===== config.mk =====
export PLATFORM = sky130hd
export DESIGN_NAME = vr_fault_supervisor
export DESIGN_NICKNAME = d
export VERILOG_FILES = /design/src/rtl/vrfs_pkg.sv /design/src/rtl/vrfs_hyst_cmp.sv /design/src/rtl/vrfs_datapath.sv /design/src/rtl/vrfs_control.sv /design/src/rtl/vr_fault_supervisor.sv
export SDC_FILE = /design/constraint.sdc
export NUM_CORES = 1
export LEC_CHECK = 0
export BUFFER_PORTS_ARGS = -buffer_cell sky130_fd_sc_hd__buf_4
export CORE_ASPECT_RATIO = 1.2
export CORE_UTILIZATION = 56
export CTS_CLUSTER_SIZE = 12
export DETAILED_ROUTE_END_ITERATION = 7
export PLACE_DENSITY_LB_ADDON = 0.3
export SETUP_SLACK_MARGIN = 0.15
export SYNTH_ARGS = -nofsm -noshare
export SYNTH_HDL_FRONTEND = slang
export SYNTH_SLANG_ARGS = --single-unit

===== constraint.sdc =====
create_clock -name clk -period 2.7 [get_ports clk]
set_input_delay 0 -clock clk [delete_from_list [all_inputs] [get_ports clk]]
set_output_delay 0 -clock clk [all_outputs]
set_load 0.02 [all_outputs]

===== src/rtl/vrfs_pkg.sv =====
`timescale 1ns/1ps
package vrfs_pkg;

  typedef enum logic [1:0] {
    PWM_FLOAT = 2'd0,
    PWM_DRIVE = 2'd1,
    PWM_LOW   = 2'd2
  } pwmMode_e;

  typedef enum logic [2:0] {
    SV_OFF,
    SV_WAIT,
    SV_RAMP,
    SV_RUN,
    SV_OVLATCH
  } supState_e;

  // strobes from control to datapath
  typedef struct packed {
    logic cntClear;
    logic cntStep;
    logic rampSel;
    logic longSel;
  } dpCtl_t;

  // registered observations from datapath to control
  typedef struct packed {
    logic ovAbove;
    logic uvBelow;
    logic ocSeen;
    logic phaseDone;
  } dpStat_t;

endpackage


===== src/rtl/vrfs_hyst_cmp.sv =====
`timescale 1ns/1ps
module vrfs_hyst_cmp #(
  parameter int WIDE_W    = 18,
  parameter bit TRIP_HIGH = 1'b1
) (
  input  logic              clk,
  input  logic              rstN,
  input  logic [WIDE_W-1:0] sample,
  input  logic [WIDE_W-1:0] tripLevel,
  input  logic [WIDE_W-1:0] releaseLevel,
  output logic              flagQ
);

  logic tripHit;
  logic releaseHit;

  generate
    if (TRIP_HIGH) begin : g_upper
      assign tripHit    = sample > tripLevel;
      assign releaseHit = sample < releaseLevel;
    end else begin : g_lower
      assign tripHit    = sample < tripLevel;
      assign releaseHit = sample > releaseLevel;
    end
  endgenerate

  always_ff @(posedge clk or negedge rstN) begin
    if (!rstN) begin
      flagQ <= 1'b0;
    end else if (tripHit) begin
      flagQ <= 1'b1;
    end else if (releaseHit) begin
      flagQ <= 1'b0;
    end
  end

endmodule


===== src/rtl/vrfs_datapath.sv =====
`timescale 1ns/1ps
module vrfs_datapath
  import vrfs_pkg::*;
#(
  parameter int CODE_W      = 10,
  parameter int SOFT_WAIT   = 32,
  parameter int HICCUP_WAIT = 2048,
  parameter int RAMP_LEN    = 2016,
  parameter int OV_PCT      = 15,
  parameter int UV_PCT      = 10,
  parameter int HYST_PCT    = 2
) (
  input  logic              clk,
  input  logic              rstN,
  input  logic [CODE_W-1:0] senseCode,
  input  logic [CODE_W-1:0] refCode,
  input  logic              ocFlag,
  input  dpCtl_t            ctl,
  output dpStat_t           stat
);

  localparam int WIDE_W  = CODE_W + 8;
  localparam int MAX_AB  = (SOFT_WAIT > HICCUP_WAIT) ? SOFT_WAIT : HICCUP_WAIT;
  localparam int MAX_LEN = (MAX_AB > RAMP_LEN) ? MAX_AB : RAMP_LEN;
  localparam int CNT_W   = (MAX_LEN > 2) ? $clog2(MAX_LEN) : 1;
  localparam logic [CNT_W-1:0] SOFT_LAST   = CNT_W'(SOFT_WAIT - 1);
  localparam logic [CNT_W-1:0] HICCUP_LAST = CNT_W'(HICCUP_WAIT - 1);
  localparam logic [CNT_W-1:0] RAMP_LAST   = CNT_W'(RAMP_LEN - 1);

  // threshold arithmetic on a widened reference
  logic [WIDE_W-1:0] refWide;
  logic [WIDE_W-1:0] senseWide;
  logic [WIDE_W-1:0] ovMargin;
  logic [WIDE_W-1:0] uvMargin;
  logic [WIDE_W-1:0] hystBand;
  logic [WIDE_W-1:0] ovTrip;
  logic [WIDE_W-1:0] ovRelease;
  logic [WIDE_W-1:0] uvTrip;
  logic [WIDE_W-1:0] uvRelease;

  assign refWide   = WIDE_W'(refCode);
  assign senseWide = WIDE_W'(senseCode);
  assign ovMargin  = (refWide * WIDE_W'(OV_PCT)) / WIDE_W'(100);
  assign uvMargin  = (refWide * WIDE_W'(UV_PCT)) / WIDE_W'(100);
  assign hystBand  = (refWide * WIDE_W'(HYST_PCT)) / WIDE_W'(100);
  assign ovTrip    = refWide + ovMargin;
  assign ovRelease = ovTrip - hystBand;
  assign uvTrip    = refWide - uvMargin;
  assign uvRelease = uvTrip + hystBand;

  logic ovFlagQ;
  logic uvFlagQ;

  vrfs_hyst_cmp #(
    .WIDE_W   (WIDE_W),
    .TRIP_HIGH(1'b1)
  ) ovCmp_i (
    .clk         (clk),
    .rstN        (rstN),
    .sample      (senseWide),
    .tripLevel   (ovTrip),
    .releaseLevel(ovRelease),
    .flagQ       (ovFlagQ)
  );

  vrfs_hyst_cmp #(
    .WIDE_W   (WIDE_W),
    .TRIP_HIGH(1'b0)
  ) uvCmp_i (
    .clk         (clk),
    .rstN        (rstN),
    .sample      (senseWide),
    .tripLevel   (uvTrip),
    .releaseLevel(uvRelease),
    .flagQ       (uvFlagQ)
  );

  // overcurrent flag takes the same one-cycle latency as the comparators
  logic ocQ;
  always_ff @(posedge clk or negedge rstN) begin
    if (!rstN) begin
      ocQ <= 1'b0;
    end else begin
      ocQ <= ocFlag;
    end
  end

  // shared phase counter, counts PWM ticks
  logic [CNT_W-1:0] phaseCnt;
  logic [CNT_W-1:0] phaseLast;

  always_ff @(posedge clk or negedge rstN) begin
    if (!rstN) begin
      phaseCnt <= '0;
    end else if (ctl.cntClear) begin
      phaseCnt <= '0;
    end else if (ctl.cntStep) begin
      phaseCnt <= phaseCnt + 1'b1;
    end
  end

  always_comb begin
    if (ctl.rampSel) begin
      phaseLast = RAMP_LAST;
    end else if (ctl.longSel) begin
      phaseLast = HICCUP_LAST;
    end else begin
      phaseLast = SOFT_LAST;
    end
  end

  assign stat.ovAbove   = ovFlagQ;
  assign stat.uvBelow   = uvFlagQ;
  assign stat.ocSeen    = ocQ;
  assign stat.phaseDone = (phaseCnt == phaseLast);

endmodule


===== src/rtl/vrfs_control.sv =====
`timescale 1ns/1ps
module vrfs_control
  import vrfs_pkg::*;
(
  input  logic       clk,
  input  logic       rstN,
  input  logic       pwmTick,
  input  logic       supplyPor,
  input  dpStat_t    stat,
  output dpCtl_t     ctl,
  output logic [1:0] pwmMode,
  output logic       pgood,
  output logic       ssWait,
  output logic       ssRamp
);

  supState_e state;
  supState_e nextState;
  logic      longWait;
  logic      nextLong;

  always_ff @(posedge clk or negedge rstN) begin
    if (!rstN) begin
      state    <= SV_OFF;
      longWait <= 1'b0;
    end else begin
      state    <= nextState;
      longWait <= nextLong;
    end
  end

  always_comb begin
    nextState   = state;
    nextLong    = longWait;
    ctl         = '0;
    ctl.rampSel = (state == SV_RAMP);
    ctl.longSel = longWait;
    case (state)
      SV_OFF: begin
        nextState    = SV_WAIT;
        nextLong     = 1'b0;
        ctl.cntClear = 1'b1;
      end
      SV_WAIT: begin
        // overcurrent is not acted on while already waiting
        if (stat.ovAbove) begin
          nextState = SV_OVLATCH;
        end else if (pwmTick) begin
          if (stat.phaseDone) begin
            nextState    = SV_RAMP;
            ctl.cntClear = 1'b1;
          end else begin
            ctl.cntStep = 1'b1;
          end
        end
      end
      SV_RAMP: begin
        if (stat.ovAbove) begin
          nextState = SV_OVLATCH;
        end else if (stat.ocSeen) begin
          nextState    = SV_WAIT;
          nextLong     = 1'b1;
          ctl.cntClear = 1'b1;
        end else if (pwmTick) begin
          if (stat.phaseDone) begin
            nextState    = SV_RUN;
            ctl.cntClear = 1'b1;
          end else begin
            ctl.cntStep = 1'b1;
          end
        end
      end
      SV_RUN: begin
        if (stat.ovAbove) begin
          nextState = SV_OVLATCH;
        end else if (stat.ocSeen) begin
          nextState    = SV_WAIT;
          nextLong     = 1'b1;
          ctl.cntClear = 1'b1;
        end
      end
      SV_OVLATCH: begin
        nextState = SV_OVLATCH;
      end
      default: begin
        nextState = SV_OFF;
      end
    endcase
    if (supplyPor) begin
      nextState    = SV_OFF;
      nextLong     = 1'b0;
      ctl.cntClear = 1'b1;
      ctl.cntStep  = 1'b0;
    end
  end

  always_comb begin
    case (state)
      SV_RAMP, SV_RUN: pwmMode = PWM_DRIVE;
      SV_OVLATCH:      pwmMode = stat.ovAbove ? PWM_LOW : PWM_FLOAT;
      default:         pwmMode = PWM_FLOAT;
    endcase
  end

  assign pgood  = (state == SV_RUN) && !stat.uvBelow;
  assign ssWait = (state == SV_WAIT);
  assign ssRamp = (state == SV_RAMP);

endmodule


===== src/rtl/vr_fault_supervisor.sv =====
`timescale 1ns/1ps
module vr_fault_supervisor
  import vrfs_pkg::*;
#(
  parameter int CODE_W      = 10,
  parameter int SOFT_WAIT   = 32,
  parameter int HICCUP_WAIT = 2048,
  parameter int RAMP_LEN    = 2016,
  parameter int OV_PCT      = 15,
  parameter int UV_PCT      = 10,
  parameter int HYST_PCT    = 2
) (
  input  logic              clk,
  input  logic              rstN,
  input  logic              pwmTick,
  input  logic              supplyPor,
  input  logic [CODE_W-1:0] senseCode,
  input  logic [CODE_W-1:0] refCode,
  input  logic              ocFlag,
  output logic [1:0]        pwmMode,
  output logic              pgood,
  output logic              ssWait,
  output logic              ssRamp
);

  dpCtl_t  dpControl;
  dpStat_t dpStatus;
  logic    ovAboveTap;
  logic    ocSeenTap;

  vrfs_datapath #(
    .CODE_W     (CODE_W),
    .SOFT_WAIT  (SOFT_WAIT),
    .HICCUP_WAIT(HICCUP_WAIT),
    .RAMP_LEN   (RAMP_LEN),
    .OV_PCT     (OV_PCT),
    .UV_PCT     (UV_PCT),
    .HYST_PCT   (HYST_PCT)
  ) datapath_i (
    .clk      (clk),
    .rstN     (rstN),
    .senseCode(senseCode),
    .refCode  (refCode),
    .ocFlag   (ocFlag),
    .ctl      (dpControl),
    .stat     (dpStatus)
  );

  vrfs_control control_i (
    .clk      (clk),
    .rstN     (rstN),
    .pwmTick  (pwmTick),
    .supplyPor(supplyPor),
    .stat     (dpStatus),
    .ctl      (dpControl),
    .pwmMode  (pwmMode),
    .pgood    (pgood),
    .ssWait   (ssWait),
    .ssRamp   (ssRamp)
  );

  assign ovAboveTap = dpStatus.ovAbove;
  assign ocSeenTap  = dpStatus.ocSeen;

endmodule


==> results of run 1 <==
timing repair:
item                       in CTS
hold buffers                    3
pin swaps                     100
resized for setup             122
setup buffers                  50
setup endpoints to repair       4
hold endpoints to repair       23
cell families after synthesis:
family | share of synthesized area (%)
AOI/OAI and AO/OA | 33.3
and+or+nand+nor | 22.8
adders and majority gates | 23.1
buffers and inverters | 4.60
xor gates and xnor gates | 8.98
DFF | 5.57
muxes | 1.63
through the flow:
stage,setup WS (ns),util [%],instances
after floorplan,-5.93,-,1037
after global placement,-6.48,80.5,1556
after detailed placement,-6.93,80.5,1556
after CTS,-6.10,88.5,1613
routing by layer:
metal  overflow  GRT usage, %
met3          9          61.2
met1          8          84.8
met5          0          17.0
met2        749           124
met4        160           105
==> impl_metrics.ini, run 1 <==
[logic_synthesis]
synth_most_common_cell = ha_1
yosys.area.top_type_share_pct = 17.2
synth.ff_latch_count = 18
yosysWarnings = 0
synth_edf_count = 0
synth_ff_type = dfrtp_1
postSynth.asyncResetShare_pct = 100
ys_seq_area_share_pct = 5.57
netlist_top_cells_area = ha_1 (17%), xnor2_1 (5.7%), dfrtp_1 (5.6%), fa_1 (5.5%), a21oi_1 (4.0%)
synth_commonest_cells = ha_1 (111), nor2_1 (84), inv_1 (69), nand2_1 (67), a21oi_1 (65)
syn_nets = 1195
syn_avg_cell_area_um2 = 7.79
ys_types = 104
synth_top_cell_by_area = ha_1
netlist_area_mm2 = 0.00808
synthCells = 1037

[die]
num_rows = 47
die_h_um = 134
start_util_pct = 58.0
die_w_um = 112
pin_count = 30

[timing]
worstEpCategory = register data pin
crit_endpoint = datapath_i.ovCmp_i.flagQ$_DFFE_PN0P_/D

[place]
gp_congestion = 0.925
numPortBuffers = 29
placed_area_mm2 = 0.0112
dp_hpwl_um = 22600

[grt]
grt_max_degree = 19
overflow = 926
grt.total_usage_pct = 91.5

[outcome]
failed_stage = global routing
status = stopped before the end
stop_error = [ERROR GRT-0232] Routing congestion too high. Check the congestion heatmap in the GUI.

[clock_tree]
htreeDepth = 1
cts-root-buf = clkbuf_16
clockBufferDepth = 2
clkSinkCount = 18
cts_buffers = 3
==> run 2: changes to the inputs <==
Settings changed: CORE_ASPECT_RATIO 1.2 to default, CORE_UTILIZATION 56 to 40, CTS_CLUSTER_SIZE 12 to default, PLACE_DENSITY_LB_ADDON 0.3 to 0.15, SETUP_SLACK_MARGIN 0.15 to default.
==> run 2 against run 1 <==
The flow now finishes, with violations (negative setup slack). Synthesized area unchanged. Synthesized cell count unchanged.
==> impl_metrics.ini, run 2 <==
[outcome]
status = finished with violations
violations = negative setup slack

[logic_synthesis]
syn_avg_cell_area_um2 = 7.79
syn_nets = 1195
yosysWarnings = 0
netlist_top_cells_area = ha_1 (17%), xnor2_1 (5.7%), dfrtp_1 (5.6%), fa_1 (5.5%), a21oi_1 (4.0%)
yosys.area.top_type_share_pct = 17.2
synth.ff_latch_count = 18
postSynth.asyncResetShare_pct = 100
synth_edf_count = 0
synthCells = 1037
netlist_area_mm2 = 0.00808
synth_top_cell_by_area = ha_1
ys_seq_area_share_pct = 5.57
synth_ff_type = dfrtp_1
synth_commonest_cells = ha_1 (111), nor2_1 (84), inv_1 (69), nand2_1 (67), a21oi_1 (65)
synth_most_common_cell = ha_1
ys_types = 104

[critical_path]
critPathMostFrequentCell = buf_4
crit_path_start_kind = input port
cp_max_fo = 5
critPathRequiredTime_ns = 2.82
critPathSlowestCell = fa_2
crit_family = compound AO/OA/AOI/OAI gates
r2r_setup_slack_ns = 0.35
worstPathArrival_ns = 9.06
path_class = input port to register
crit_buf_inv = 13
max_stage_delay_ns = 0.55
end_kind = register

[routing]
drc = 0
avgViaCountPerCell = 5.31
wire_per_inst_um = 15.1
ant_nets = 0
routed_wl_um = 25900
drt-initial-drc-count = 401
dr.pass1.iters = 4
dr_total_vias = 9122

[die]
core-area_mm2 = 0.0197
start_util_pct = 41.1
pin_count = 30
die_h_um = 144
num_rows = 51
die_area_mm2 = 0.0208
die_w_um = 144

[place]
gp_congestion = 0.875
placed_area_mm2 = 0.0114
numPortBuffers = 29
dp_hpwl_um = 20600

[clock_tree]
clk_latency_ns = 0.26
cts_tree = done
cts_buffers = 3
cts-root-buf = clkbuf_16
clockBufferDepth = 2
clkSinkCount = 18
htreeDepth = 1
clk_transition_reported_paths_ns = 0.06

[run]
cap_viol_max_count = 0

[final_layout]
nets = 1611
final_cell_area_mm2 = 0.0127
area_growth_pct = 56.8
largest_reg_flops = 11
reg_top3 = datapath_i.phaseCnt (11), control_i.state (3)
top_register = datapath_i.phaseCnt
final_common_cell = buf_4
n_fill_cell = 1754
layout-drive-gt1-share_pct = 43.5
diodes = 0
fin_util_pct = 64.5
layout_common_cells = buf_4 (418), ha_1 (99), nor2_1 (80), nand2_1 (66), inv_1 (58)

[timing]
setup_viol = 2
timing.final.crit_share_pct = 331
rsz0062_at_grt = yes
tightest_slew_ns = 0.569
setup_ws_ns = -6.23
clock_skew_ns = 0.00768
period_needed_ns = 8.93
drv_slew = 0
fmax_mhz = 112
hold_viol_final = 0
relSlewSlack_pct = 61.8

[grt]
grt_pass1_wl_um = 42300
overflow = 0
grt_pass1_vias = 8968
grt.total_usage_pct = 24.9
grt_max_degree = 19
antenna_found_initial = 0

[worst_hold_path]
worstHoldPathType = input port to asynchronous set/reset pin
[run 2: cell families after synthesis]
kind of cell               Yosys count  synth area share (%)
adders and majority gates          137                  23.1
AOI/OAI and AO/OA                  348                  33.3
muxes                               13                  1.63
xor gates and xnor gates            82                  8.98
and+or+nand+nor                    348                  22.8
buffers and inverters               91                  4.60
DFF                                 18                  5.57
[run 2: through the flow]
step                      hold slack, ns  TNS, ns  setup slack [ns]  std cells
after detailed placement          -0.111   -13.08             -6.73       1655
after CTS                          0.160   -11.88             -6.07       1699
after floorplan                   -0.296   -11.28             -5.93       1037
after global routing               0.190   -13.10             -6.71       1717
final                              0.157   -12.11             -6.23       1717
after global placement            -0.112   -12.89             -6.55       1655
[run 2: repair_timing]
action | in CTS | in global routing
setup buffers | 36 | 18
setup endpoints to repair | 2 | 2
gates cloned | 1 | 0
hold endpoints to repair | 23 | 0
gates resized for setup | 79 | 63
pin swaps | 81 | 71
hold buffers | 3 | 0
[run 2: final timing paths]
kind	start	endpoint	cells past startpoint
setup reg to reg	control_i.state[1]	datapath_i.phaseCnt[8]	13
hold reg to reg	datapath_i.uvCmp_i.flagQ	datapath_i.uvCmp_i.flagQ	2
max in group asynchronous	rstN	datapath_i.phaseCnt[9]	2
setup / recovery	refCode[3]	datapath_i.ovCmp_i.flagQ	49
min in group clk	senseCode[9]	datapath_i.ovCmp_i.flagQ	4
hold / removal	rstN	datapath_i.ovCmp_i.flagQ	2
[run 2: area by class of cell]
class	instances	area [µm²]	area share, %
sequential	18	450	3.56
inverter	70	278	2.19
timing repair buffer	432	3310	26.1
clock buffer	4	88.8	0.701
tap	265	332	2.62
multi-input combinational	928	8210	64.8
[run 2: layer usage]
layer | GRT usage [%] | share of wire (%) | vias to the layer above
li1 | - | - | 4707
met2 | 43.7 | 48 | 106
met3 | 0.861 | 1.4 | 36
met1 | 33.9 | 49 | 4273
met4 | 5.26 | 2.1 | 0
met5 | 0 | 0 | -
Power of run 2 is not shown: default switching activity piles up to over one toggle a cycle in this logic, so the estimate is an artifact.
==> run 3: changes to the inputs <==
Settings changed: CORE_UTILIZATION 40 to 65, PLACE_DENSITY from default to 0.84, PLACE_DENSITY_LB_ADDON 0.15 to default.
==> run 3 against run 2 <==
The flow now stops in clock tree synthesis. Synthesized cell count is the same. Synthesized area is the same.
==> impl_metrics.ini, run 3 <==
[place]
dp_hpwl_um = 28800
placed_area_mm2 = 0.0113
gp_congestion = 0.962
dp.cells = 1562
numPortBuffers = 29

[logic_synthesis]
synth_ff_type = dfrtp_1
synth_commonest_cells = ha_1 (111), nor2_1 (84), inv_1 (69), nand2_1 (67), a21oi_1 (65)
synth_most_common_cell = ha_1
postSynth.asyncResetShare_pct = 100
synth_edf_count = 0
syn_nets = 1195
yosysWarnings = 0
synth.ff_latch_count = 18
netlist_top_cells_area = ha_1 (17%), xnor2_1 (5.7%), dfrtp_1 (5.6%), fa_1 (5.5%), a21oi_1 (4.0%)
yosys.area.top_type_share_pct = 17.2
syn_avg_cell_area_um2 = 7.79
synthCells = 1037
synth_top_cell_by_area = ha_1
netlist_area_mm2 = 0.00808
ys_seq_area_share_pct = 5.57
ys_types = 104

[die]
start_util_pct = 67.0
die_h_um = 113
num_rows = 40
die_w_um = 113
pin_count = 30

[clock_tree]
cts_resized = 124
cts-root-buf = clkbuf_16
htreeDepth = 1
cts_buffers = 3
clkSinkCount = 18
clockBufferDepth = 2
cts_setup_buffers = 24
cts_hold_buf = 3

[outcome]
status = stopped before the end
failed_stage = clock tree synthesis
stop_error = [ERROR DPL-0038] Utilization greater than 100%, impossible to legalize
## run 3: cell counts after synthesis
No cell type changed its count.
## run 3: cells by family after synthesis
logic type	after synthesis	share of synthesized area (%)
muxes	13	1.63
buffers and inverters	91	4.60
xor gates and xnor gates	82	8.98
adders and majority gates	137	23.1
AOI/OAI and AO/OA	348	33.3
DFF	18	5.57
and+or+nand+nor	348	22.8
## run 3: per-stage QoR
| stage | TNS (ns) | setup WS [ns] |
|---|---|---|
| detailed placement | -13.98 | -7.35 |
| global placement | -12.38 | -6.43 |
| floorplan | -11.28 | -5.93 |
